===== config.mk =====
export PLATFORM = sky130hd
export DESIGN_NAME = e1_ts0_formatter
export DESIGN_NICKNAME = d
export VERILOG_FILES = /design/src/rtl/e1_ts0_pkg.sv /design/src/rtl/e1_frame_counter.sv /design/src/rtl/e1_lead_select.sv /design/src/rtl/e1_ts0_formatter.sv
export SDC_FILE = /design/constraint.sdc
export NUM_CORES = 1
export LEC_CHECK = 0
export ABC_AREA = 1
export ABC_CLOCK_PERIOD_IN_PS = 1800
export BUFFER_PORTS_ARGS = -buffer_cell sky130_fd_sc_hd__buf_2
export CORE_AREA = 2 2 39 41
export CTS_CLUSTER_DIAMETER = 30
export DETAILED_ROUTE_END_ITERATION = 10
export DIE_AREA = 0 0 41 43
export SYNTH_ARGS = -nofsm -noshare
export SYNTH_HDL_FRONTEND = slang
export SYNTH_HIERARCHICAL = 1
export SYNTH_SLANG_ARGS = --single-unit

===== constraint.sdc =====
create_clock -name clk -period 1.8 [get_ports clk]
set_input_delay 0.18 -clock clk [delete_from_list [all_inputs] [get_ports clk]]
set_output_delay 0.18 -clock clk [all_outputs]
set_load 0.05 [all_outputs]

===== src/rtl/e1_ts0_pkg.sv =====
package e1_ts0_pkg;
  localparam int MF_LEN = 16;
  localparam int IDX_W  = $clog2(MF_LEN);
  localparam logic [6:0] ALIGN_WORD = 7'b0011011;

  // multiframe alignment bit of odd frame number k = idx>>1, k in 0..5
  function automatic logic mfa_bit(input logic [2:0] k);
    case (k)
      3'd2, 3'd4, 3'd5: mfa_bit = 1'b1;
      default:          mfa_bit = 1'b0;
    endcase
  endfunction

  function automatic logic [7:0] align_byte(input logic lead);
    align_byte = {lead, ALIGN_WORD};
  endfunction

  function automatic logic [7:0] nonalign_byte(input logic lead, input logic alarm,
                                               input logic [4:0] nat);
    nonalign_byte = {lead, 1'b1, alarm, nat};
  endfunction
endpackage


===== src/rtl/e1_frame_counter.sv =====
module e1_frame_counter #(
  parameter int LEN = e1_ts0_pkg::MF_LEN,
  localparam int W = $clog2(LEN)
) (
  input  logic         clk,
  input  logic         rst_n,
  input  logic         step,
  output logic [W-1:0] idx
);
  localparam logic [W-1:0] LAST = W'(LEN - 1);

  always_ff @(posedge clk) begin
    if (!rst_n)    idx <= '0;
    else if (step) idx <= (idx == LAST) ? '0 : idx + W'(1);
  end
endmodule


===== src/rtl/e1_lead_select.sv =====
module e1_lead_select (
  input  logic [3:0] idx,
  input  logic [3:0] crc_in,
  input  logic [1:0] e_in,
  output logic       lead
);
  import e1_ts0_pkg::*;

  always_comb begin
    if (!idx[0])               lead = crc_in[idx[2:1]];
    else if (idx[3:1] == 3'd6) lead = e_in[0];
    else if (idx[3:1] == 3'd7) lead = e_in[1];
    else                       lead = mfa_bit(idx[3:1]);
  end
endmodule


===== src/rtl/e1_ts0_formatter.sv =====
module e1_ts0_formatter (
  input  logic       clk,
  input  logic       rst_n,
  input  logic       frame_strobe,
  input  logic [3:0] crc_in,
  input  logic [1:0] e_in,
  input  logic       remote_alarm,
  input  logic [4:0] nat_in,
  input  logic       ais_n,
  output logic [7:0] ts0_byte,
  output logic [3:0] frame_idx,
  output logic       mf_start
);
  import e1_ts0_pkg::*;

  logic       lead_bit;
  logic       is_align;
  logic [7:0] fmt_byte;

  e1_frame_counter #(.LEN(MF_LEN)) u_cnt (
    .clk(clk), .rst_n(rst_n), .step(frame_strobe), .idx(frame_idx)
  );

  e1_lead_select u_lead (
    .idx(frame_idx), .crc_in(crc_in), .e_in(e_in), .lead(lead_bit)
  );

  assign is_align = ~frame_idx[0];
  assign fmt_byte = is_align ? align_byte(lead_bit)
                             : nonalign_byte(lead_bit, remote_alarm, nat_in);
  assign ts0_byte = ais_n ? fmt_byte : 8'hFF;
  assign mf_start = (frame_idx == '0);
endmodule


==> results.sh, run 1 <==
export IMPL_max_freq_mhz=624
export IMPL_grt_start_max_net_pins=12
export IMPL_grt_use_total_pct=12.1
export IMPL_routed_wl_um=937
export IMPL_drv_slew=0
export IMPL_layout_setup_ws_ns=0.199
export IMPL_finClkSkew_ns=0.00289
export IMPL_drc=0
export IMPL_tns_ns=0
export IMPL_die_x_um=41
export IMPL_ys_warn_count=6
export IMPL_path_cells="inv_2 > nand2_1 > nand3_1 > nand2_1 > nand2_1 > nand2_1 > inv_1 > nand2_1 > buf_2"
export IMPL_end_kind="output pin"
export IMPL_min_period_ns=1.60
export IMPL_critPathMaxFanout=8
export IMPL_ctsHoldBuffers=0
export IMPL_gp_congestion=0.676
export IMPL_synth_avg_cell_area_um2=5.00
export IMPL_total_power_mw=0.357
export IMPL_cts_root_buf="clkbuf_4"
export IMPL_utilization_pct=40.0
export IMPL_clk_pin_slew_worst_paths_ns=0.04
export IMPL_cts_resized=0
export IMPL_dpl_cell_area_um2=531
export IMPL_cts_made_buffers=3
export IMPL_fin_crit_sh_pct=89.0
export IMPL_largest_reg_flops=4
export IMPL_grt_pass1_vias=413
export IMPL_layoutNonFillerInstCount=121
export IMPL_yosysTopAreaCellShare_pct=31.0
export IMPL_grt_pass1_wl_um=1460
export IMPL_worst_setup_path_start_kind="flip-flop"
export IMPL_worst_hold_slack_ns=0.203
export IMPL_syn_inst=75
export IMPL_max_stage_delay_ns=0.47
export IMPL_port_buffers=28
export IMPL_post_dp_hpwl_um=737
export IMPL_max_slew_margin_rel_pct=76.4
export IMPL_vias=503
export IMPL_grt_overflow_total=0
export IMPL_die_area_um2=1760
export IMPL_worst_path_most_repeated_cell="nand2_1"
export IMPL_initial_core_util_pct=27.1
export IMPL_dr_wl_met3_um=120
export IMPL_synthesis_nets=92
export IMPL_synth_common_cells="nand2_1 (31), inv_1 (15), nor2_1 (8), nand3_1 (5), dfxtp_1 (4)"
export IMPL_clock_latency_ns=0.24
export IMPL_powerDensity_nw_per_um2=646
export IMPL_firstDrtPassIters=3
export IMPL_cp_slowest_cell="dfxtp_1"
export IMPL_fp_coreArea_um2=1380
export IMPL_ys_seq_area_share_pct=21.3
export IMPL_max_cap_violations=0
export IMPL_drive_above_1_share_pct=33.3
export IMPL_rsz0062_at_grt="no"
export IMPL_crit_required_ns=1.62
export IMPL_worstMarginPinSlew_ns=0.354
export IMPL_synth_area_um2=375
export IMPL_syn_to_final_growth_pct=47.3
export IMPL_final_area_um2=553
export IMPL_cts_tree="built"
export IMPL_hold_violations=0
export IMPL_wl_met1_um=393
export IMPL_async_reset_ff_share_pct=0
export IMPL_worstSetupPathType="reg -> out"
export IMPL_pre_cts_ws_ns=0.430
export IMPL_dp_cells=118
export IMPL_synthTopCellsByArea="nand2_1 (31%), dfxtp_1 (21%), inv_1 (15%)"
export IMPL_cts_setup_buffers=0
export IMPL_viasPerCell=4.16
export IMPL_clockBufferDepth=2
export IMPL_ys_seq_elements=4
export IMPL_antenna_left=0
export IMPL_hold_class="in -> reg"
export IMPL_yosys_area_top_type="nand2_1"
export IMPL_regMostFlops="u_cnt/idx"
export IMPL_met2_wirelength_um=402
export IMPL_synth_edf_count=0
export IMPL_status="finished, final reports clean"
export IMPL_dr_first_iter_drc_count=3
export IMPL_synth_cell_types=14
export IMPL_die_y_um=43
export IMPL_setup_viol_count_final=0
export IMPL_rows=14
export IMPL_top_regs="u_cnt/idx (4)"
export IMPL_arrival_ns=1.42
export IMPL_cts_sinks=4
export IMPL_layout_nets=124
export IMPL_top_layer_used="met4"
export IMPL_leakage_nw=0.335
export IMPL_htree_num_levels=1
export IMPL_n_antenna_cell=0
export IMPL_irDropWorstVdd_mv=0.355
export IMPL_wl_per_cell_um=7.74
export IMPL_ys_flop_type="dfxtp_1"
export IMPL_synth_most_common_cell="nand2_1"
export IMPL_antenna_found_initial=0
export IMPL_ios=29
-- layer usage --
metal,vias to the layer above,track usage (%)
li1,278,-
met1,198,11.5
met2,25,20.9
met3,2,3.14
met4,0,8.00
met5,-,0
-- cell families (layout without fill, tap and decap cells) --
group / Yosys count / count (layout) / synth area share [%]
simple gates: 47 / 47 / 50.7
buf+inv: 19 / 49 / 19.3
compound gates: 4 / 4 / 5.33
flops: 4 / 4 / 21.3
fa+ha+maj: 1 / 1 / 3.33
-- critical path, delay by kind of cell, from the launching register on --
kind | cells | cell delay (ns)
DFF | 1 | 0.47
buffers and inverters | 3 | 0.37
and+or+nand+nor | 6 | 0.34
-- final timing paths --
| check | cells after the start | from | end | slack [ns] |
|---|---|---|---|---|
| max | 9 | u_cnt/idx[1] | ts0_byte[7] | 0.20 |
| min | 2 | frame_strobe | u_cnt/idx[1] | 0.20 |
| max reg2reg | 6 | u_cnt/idx[0] | u_cnt/idx[3] | 0.59 |
| min reg2reg | 3 | u_cnt/idx[3] | u_cnt/idx[0] | 0.61 |
-- placed cells by master (no fill, tap or decap) --
cell type | netlist | routed
nand2_1 | 31 | 31
buf_2 | 1 | 28
inv_1 | 15 | 15
nor2_1 | 8 | 8
nand3_1 | 5 | 5
dfxtp_1 | 4 | 4
clkbuf_4 | 0 | 3
a21oi_1 | 3 | 3
inv_2 | 2 | 2
o21ai_0 | 1 | 1
nand2_2 | 1 | 1
clkinv_1 | 1 | 1
nor2_2 | 1 | 1
ha_1 | 1 | 1
nand4_1 | 1 | 1
-- area by class of cell --
| class | count | area, um^2 |
|---|---|---|
| fill | 169 | 831 |
| multi-input combinational | 52 | 223 |
| timing repair buffer | 28 | 140 |
| sequential | 4 | 80.1 |
| inverter | 18 | 67.6 |
| clock buffer | 3 | 22.5 |
| tap | 16 | 20.0 |
-- where the power goes --
group / switching, mW / internal, mW
Sequential: 0.0111 / 0.0936
Clock: 0.0389 / 0.0747
Combinational: 0.0990 / 0.0399
Total: 0.149 / 0.208
(Power assumes the default switching activity.)
==> run 2: changes to the inputs <==
ABC_CLOCK_PERIOD_IN_PS = 1500   (was 1800)
BUFFER_PORTS_ARGS = -buffer_cell sky130_fd_sc_hd__buf_4   (was -buffer_cell sky130_fd_sc_hd__buf_2)
clock period = 1.5 ns   (was 1.8 ns; I/O delays follow)
==> run 2 against run 1 <==
- die area is the same
- sequential share of layout area down 1.6 points
- register-to-register slack got worse by 0.28 ns
- critical path type unchanged
- largest power group unchanged
==> results.sh, run 2 (same netlist as run 1, synthesis figures left out) <==
export IMPL_n_antenna_cell=0
export IMPL_cts_sinks=4
export IMPL_cts_made_buffers=3
export IMPL_worstSetupPathType="reg -> out"
export IMPL_post_dp_hpwl_um=820
export IMPL_end_kind="output pin"
export IMPL_top_regs="u_cnt/idx (4)"
export IMPL_status="finished, final reports clean"
export IMPL_finClkSkew_ns=0.00178
export IMPL_htree_num_levels=1
export IMPL_cts_setup_buffers=0
export IMPL_fin_crit_sh_pct=90.8
export IMPL_syn_to_final_growth_pct=70.3
export IMPL_irDropWorstVdd_mv=0.530
export IMPL_die_y_um=43
export IMPL_grt_start_max_net_pins=12
export IMPL_grt_pass1_vias=418
export IMPL_switching_share_pct=39.1
export IMPL_die_x_um=41
export IMPL_max_slew_margin_rel_pct=76.4
export IMPL_layoutNonFillerInstCount=122
export IMPL_dp_cells=119
export IMPL_mostFrequentLayoutCell="nand2_1"
export IMPL_cts_resized=0
export IMPL_arrival_ns=1.21
export IMPL_rows=14
export IMPL_final_cell_mix="nand2_1 (31), buf_4 (28), inv_1 (15), nor2_1 (7), nand3_1 (5)"
export IMPL_intPower_mw=0.276
export IMPL_firstDrtPassIters=4
export IMPL_max_cap_violations=0
export IMPL_cts_tree="built"
export IMPL_clkPwrFrac_pct=29.2
export IMPL_fill_cells=168
export IMPL_multi_input_area_um2=225
export IMPL_utilization_pct=46.2
export IMPL_worst_setup_path_start_kind="flip-flop"
export IMPL_clk_pin_slew_worst_paths_ns=0.03
export IMPL_largest_reg_flops=4
export IMPL_drc=0
export IMPL_initial_core_util_pct=27.1
export IMPL_crit_required_ns=1.35
export IMPL_pwr_share_comb_pct=43.1
export IMPL_drv_slew=0
export IMPL_layout_nets=125
export IMPL_dr_first_iter_drc_count=4
export IMPL_port_buffers=28
export IMPL_leakage_nw=0.369
export IMPL_cts_root_buf="clkbuf_4"
export IMPL_vias=522
export IMPL_min_period_ns=1.36
export IMPL_antenna_left=0
export IMPL_grt_overflow_total=0
export IMPL_drive_above_1_share_pct=36.8
export IMPL_tns_ns=0
export IMPL_register_area_um2=82.6
export IMPL_regMostFlops="u_cnt/idx"
export IMPL_fp_coreArea_um2=1380
export IMPL_routed_wl_um=972
export IMPL_viasPerCell=4.28
export IMPL_worstMarginPinSlew_ns=0.354
export IMPL_ios=29
export IMPL_clock_latency_ns=0.24
export IMPL_grt_pass1_wl_um=1500
export IMPL_hold_class="in -> reg"
export IMPL_p_switching_mw=0.177
export IMPL_p_seq_share_pct=27.7
export IMPL_antenna_found_initial=0
export IMPL_critPathMaxFanout=8
export IMPL_ctsHoldBuffers=0
export IMPL_hold_violations=0
export IMPL_rsz0062_at_grt="no"
export IMPL_clockBufferDepth=2
export IMPL_max_freq_mhz=734
export IMPL_powerDensity_nw_per_um2=709
export IMPL_setup_viol_count_final=0
export IMPL_die_area_um2=1760
export IMPL_wl_per_cell_um=7.97
export IMPL_grt_use_total_pct=12.8
export IMPL_gp_congestion=0.724
run 2: metrics by stage:
stage	power [mW]	hold WS, ns	cell area, um^2	setup slack, ns
after CTS	0.461	0.120	636	0.0935
after detailed placement	0.323	0.370	613	0.315
after global routing	0.489	0.126	639	0.00455
after global placement	0.322	0.368	613	0.304
final	0.453	0.126	639	0.138
after floorplan	0.249	0.232	380	-0.0137
run 2: layout make-up:
type | instances | area share, %
Sequential cell | 4 | 12.9
Multi-Input combinational cell | 52 | 35.2
Tap cell | 16 | 3.13
Clock buffer | 3 | 3.52
Inverter | 18 | 10.6
Timing Repair Buffer | 29 | 34.6
run 2: layer usage:
metal / GRT usage (%) / vias to the layer above / wire length (um)
met5: 0 / - / 0
met4: 10.0 / 0 / 20
met3: 5.24 / 4 / 144
met2: 20.6 / 31 / 452
met1: 11.8 / 206 / 356
li1: - / 281 / -
run 2: critical path, cell delays in order, from the launching register on:
cell	delay (ns)
dfxtp_2	0.38
inv_2	0.06
nand2_1	0.05
nand3_1	0.06
nand2_1	0.07
nand2_1	0.04
nand2_1	0.05
inv_1	0.04
nand2_1	0.06
buf_6	0.15
run 2: path summary, 6_finish.rpt:
| kind | from | end | slack, ns | cells after the start |
|---|---|---|---|---|
| worst max-delay path | u_cnt/idx[1] | ts0_byte[7] | 0.14 | 9 |
| worst min-delay path | frame_strobe | u_cnt/idx[1] | 0.13 | 2 |
| worst max register to register | u_cnt/idx[0] | u_cnt/idx[3] | 0.31 | 6 |
| worst min register to register | u_cnt/idx[1] | u_cnt/idx[1] | 0.57 | 2 |
run 2: power groups by stage:
stage	registers (mW)	clock network, mW	logic, mW
3_5_place_dp	0.128	0	0.195
4_1_cts	0.126	0.139	0.195
3_3_place_gp	0.127	0	0.195
5_1_grt	0.127	0.150	0.212
6_report	0.126	0.132	0.195
2_1_floorplan	0.143	0	0.107
==> run 3: changes to the inputs <==
ABC_CLOCK_PERIOD_IN_PS = 1300   (was 1500)
clock period = 1.3 ns   (was 1.5 ns; I/O delays follow)
==> run 3 against run 2 <==
- power is 20% higher
- clock power is 14% higher
- largest power group unchanged
- count of clock-buffer cells in the layout stayed put
- critical endpoint unchanged
- critical path type unchanged
==> results.sh, run 3 (same netlist as run 1, synthesis figures left out) <==
export IMPL_utilization_pct=49.3
export IMPL_clk_pin_slew_worst_paths_ns=0.03
export IMPL_tns_ns=0
export IMPL_grt_pass1_vias=442
export IMPL_worstSetupPathType="reg -> out"
export IMPL_drive_above_1_share_pct=43.9
export IMPL_die_area_um2=1760
export IMPL_drc=0
export IMPL_critPathMaxFanout=4
export IMPL_finClkSkew_ns=0.000742
export IMPL_fill_cells=160
export IMPL_grt_pass1_wl_um=1670
export IMPL_htree_num_levels=1
export IMPL_max_stage_delay_ns=0.35
export IMPL_irDropWorstVdd_mv=0.420
export IMPL_worstHoldPathCells=2
export IMPL_ios=29
export IMPL_top_layer_used="met3"
export IMPL_worstHoldStart="frame_strobe"
export IMPL_antenna_found_initial=0
export IMPL_post_dp_hpwl_um=816
export IMPL_ctsHoldBuffers=0
export IMPL_end_kind="output pin"
export IMPL_rrSetupSlack_ns=0.21
export IMPL_fp_coreArea_um2=1380
export IMPL_clock_latency_ns=0.23
export IMPL_grt_start_max_net_pins=12
export IMPL_initial_core_util_pct=27.1
export IMPL_reg2reg_depth=7
export IMPL_arrival_ns=1.14
export IMPL_min_period_ns=1.27
export IMPL_cp_slowest_cell="dfxtp_4"
export IMPL_reg2reg_to="u_cnt/idx[3]"
export IMPL_met2_wirelength_um=490
export IMPL_cts_sinks=4
export IMPL_largest_reg_flops=4
export IMPL_max_freq_mhz=785
export IMPL_holdPathEnd="u_cnt/idx[1]"
export IMPL_wl_per_cell_um=8.73
export IMPL_total_power_mw=0.542
export IMPL_worst_setup_path_start_kind="flip-flop"
export IMPL_die_x_um=41
export IMPL_dr_first_iter_drc_count=4
export IMPL_viasPerCell=4.27
export IMPL_worst_path_most_repeated_cell="nand2_1"
export IMPL_max_slew_margin_rel_pct=88.0
export IMPL_syn_to_final_growth_pct=81.7
export IMPL_setup_viol_count_final=0
export IMPL_worstMarginPinSlew_ns=0.179
export IMPL_layout_nets=126
export IMPL_max_cap_violations=0
export IMPL_fin_crit_sh_pct=98.0
export IMPL_die_y_um=43
export IMPL_hold_class="in -> reg"
export IMPL_leakage_nw=0.383
export IMPL_hold_violations=0
export IMPL_grt_use_total_pct=13.6
export IMPL_final_cell_mix="nand2_1 (28), buf_4 (28), inv_1 (15), nor2_1 (7), nand2_2 (4)"
export IMPL_vias=525
export IMPL_cts_root_buf="clkbuf_4"
export IMPL_rows=14
export IMPL_port_buffers=28
export IMPL_n_antenna_cell=0
export IMPL_routed_wl_um=1070
export IMPL_status="finished, final reports clean"
export IMPL_r2r_start="u_cnt/idx[1]"
export IMPL_cts_made_buffers=3
export IMPL_grt_overflow_total=0
export IMPL_dr_wl_met3_um=70
export IMPL_crit_required_ns=1.17
export IMPL_gp_congestion=0.686
export IMPL_path_cells="inv_4 > nand2_2 > nand3_2 > nand2_1 > nand2_1 > nand2_1 > inv_1 > nand2_2 > buf_8"
export IMPL_regMostFlops="u_cnt/idx"
export IMPL_drv_slew=0
export IMPL_clockBufferDepth=2
export IMPL_top_regs="u_cnt/idx (4)"
export IMPL_firstDrtPassIters=4
export IMPL_antenna_left=0
export IMPL_wl_met1_um=513
export IMPL_cts_tree="built"
export IMPL_rsz0062_at_grt="yes"
export IMPL_powerDensity_nw_per_um2=795
-- run 3: how the worst max path moves through the flow --
stage	start	endpoint	slack (ns)	depth (start not counted)
3_5_place_dp	u_cnt/idx[1]	ts0_byte[7]	0.15	9
6_report	u_cnt/idx[1]	ts0_byte[7]	0.03	9
3_3_place_gp	u_cnt/idx[1]	ts0_byte[7]	0.14	9
5_1_grt	u_cnt/idx[1]	ts0_byte[7]	-0.05	9
4_1_cts	u_cnt/idx[1]	ts0_byte[7]	0.01	9
2_1_floorplan	u_cnt/idx[1]	ts0_byte[7]	0.05	8
-- run 3: worst max-delay path, delay by kind of cell (launching register included) --
family | cells | cell delay [ns]
buf+inv | 3 | 0.26
flops | 1 | 0.35
simple gates | 6 | 0.30
-- run 3: metrics by stage --
stage	hold slack (ns)	worst slack (ns)	instance area (um^2)	instances
global placement	0.351	0.139	611	118
detailed placement	0.355	0.147	611	118
global route	0.117	-0.0493	682	123
finish	0.121	0.0261	682	123
CTS	0.112	0.0114	656	122
floorplan	0.212	0.0489	385	75
-- run 3: power by group --
| group | switching, mW | total, mW | leakage (nW) | internal [mW] |
|---|---|---|---|---|
| Clock | 0.0470 | 0.150 | 0.0138 | 0.103 |
| Combinational | 0.154 | 0.251 | 0.335 | 0.0975 |
| Sequential | 0.0121 | 0.141 | 0.0350 | 0.129 |
-- run 3: per-layer routing --
| metal | up-vias | global-route usage, % |
|---|---|---|
| met5 | - | 0 |
| met4 | 0 | 6.00 |
| met3 | 0 | 4.71 |
| met2 | 15 | 20.0 |
| met1 | 226 | 17.3 |
| li1 | 284 | - |
-- run 3: timing repair --
| action | in CTS | in global routing |
|---|---|---|
| buffers inserted | 1 | 1 |
| endpoints found under the setup margin | 1 | 2 |
| gates resized for setup | 5 | 5 |
| pin swaps | 0 | 3 |
| endpoints found under the hold margin | 0 | 0 |
-- run 3: area by class of cell --
class                      count  area, um^2  share of cell area, %
multi-input combinational     52         243                   35.6
timing repair buffer          30         236                   34.7
sequential                     4        90.1                   13.2
inverter                      18        70.1                   10.3
clock buffer                   3        22.5                   3.30
tap                           16        20.0                   2.94
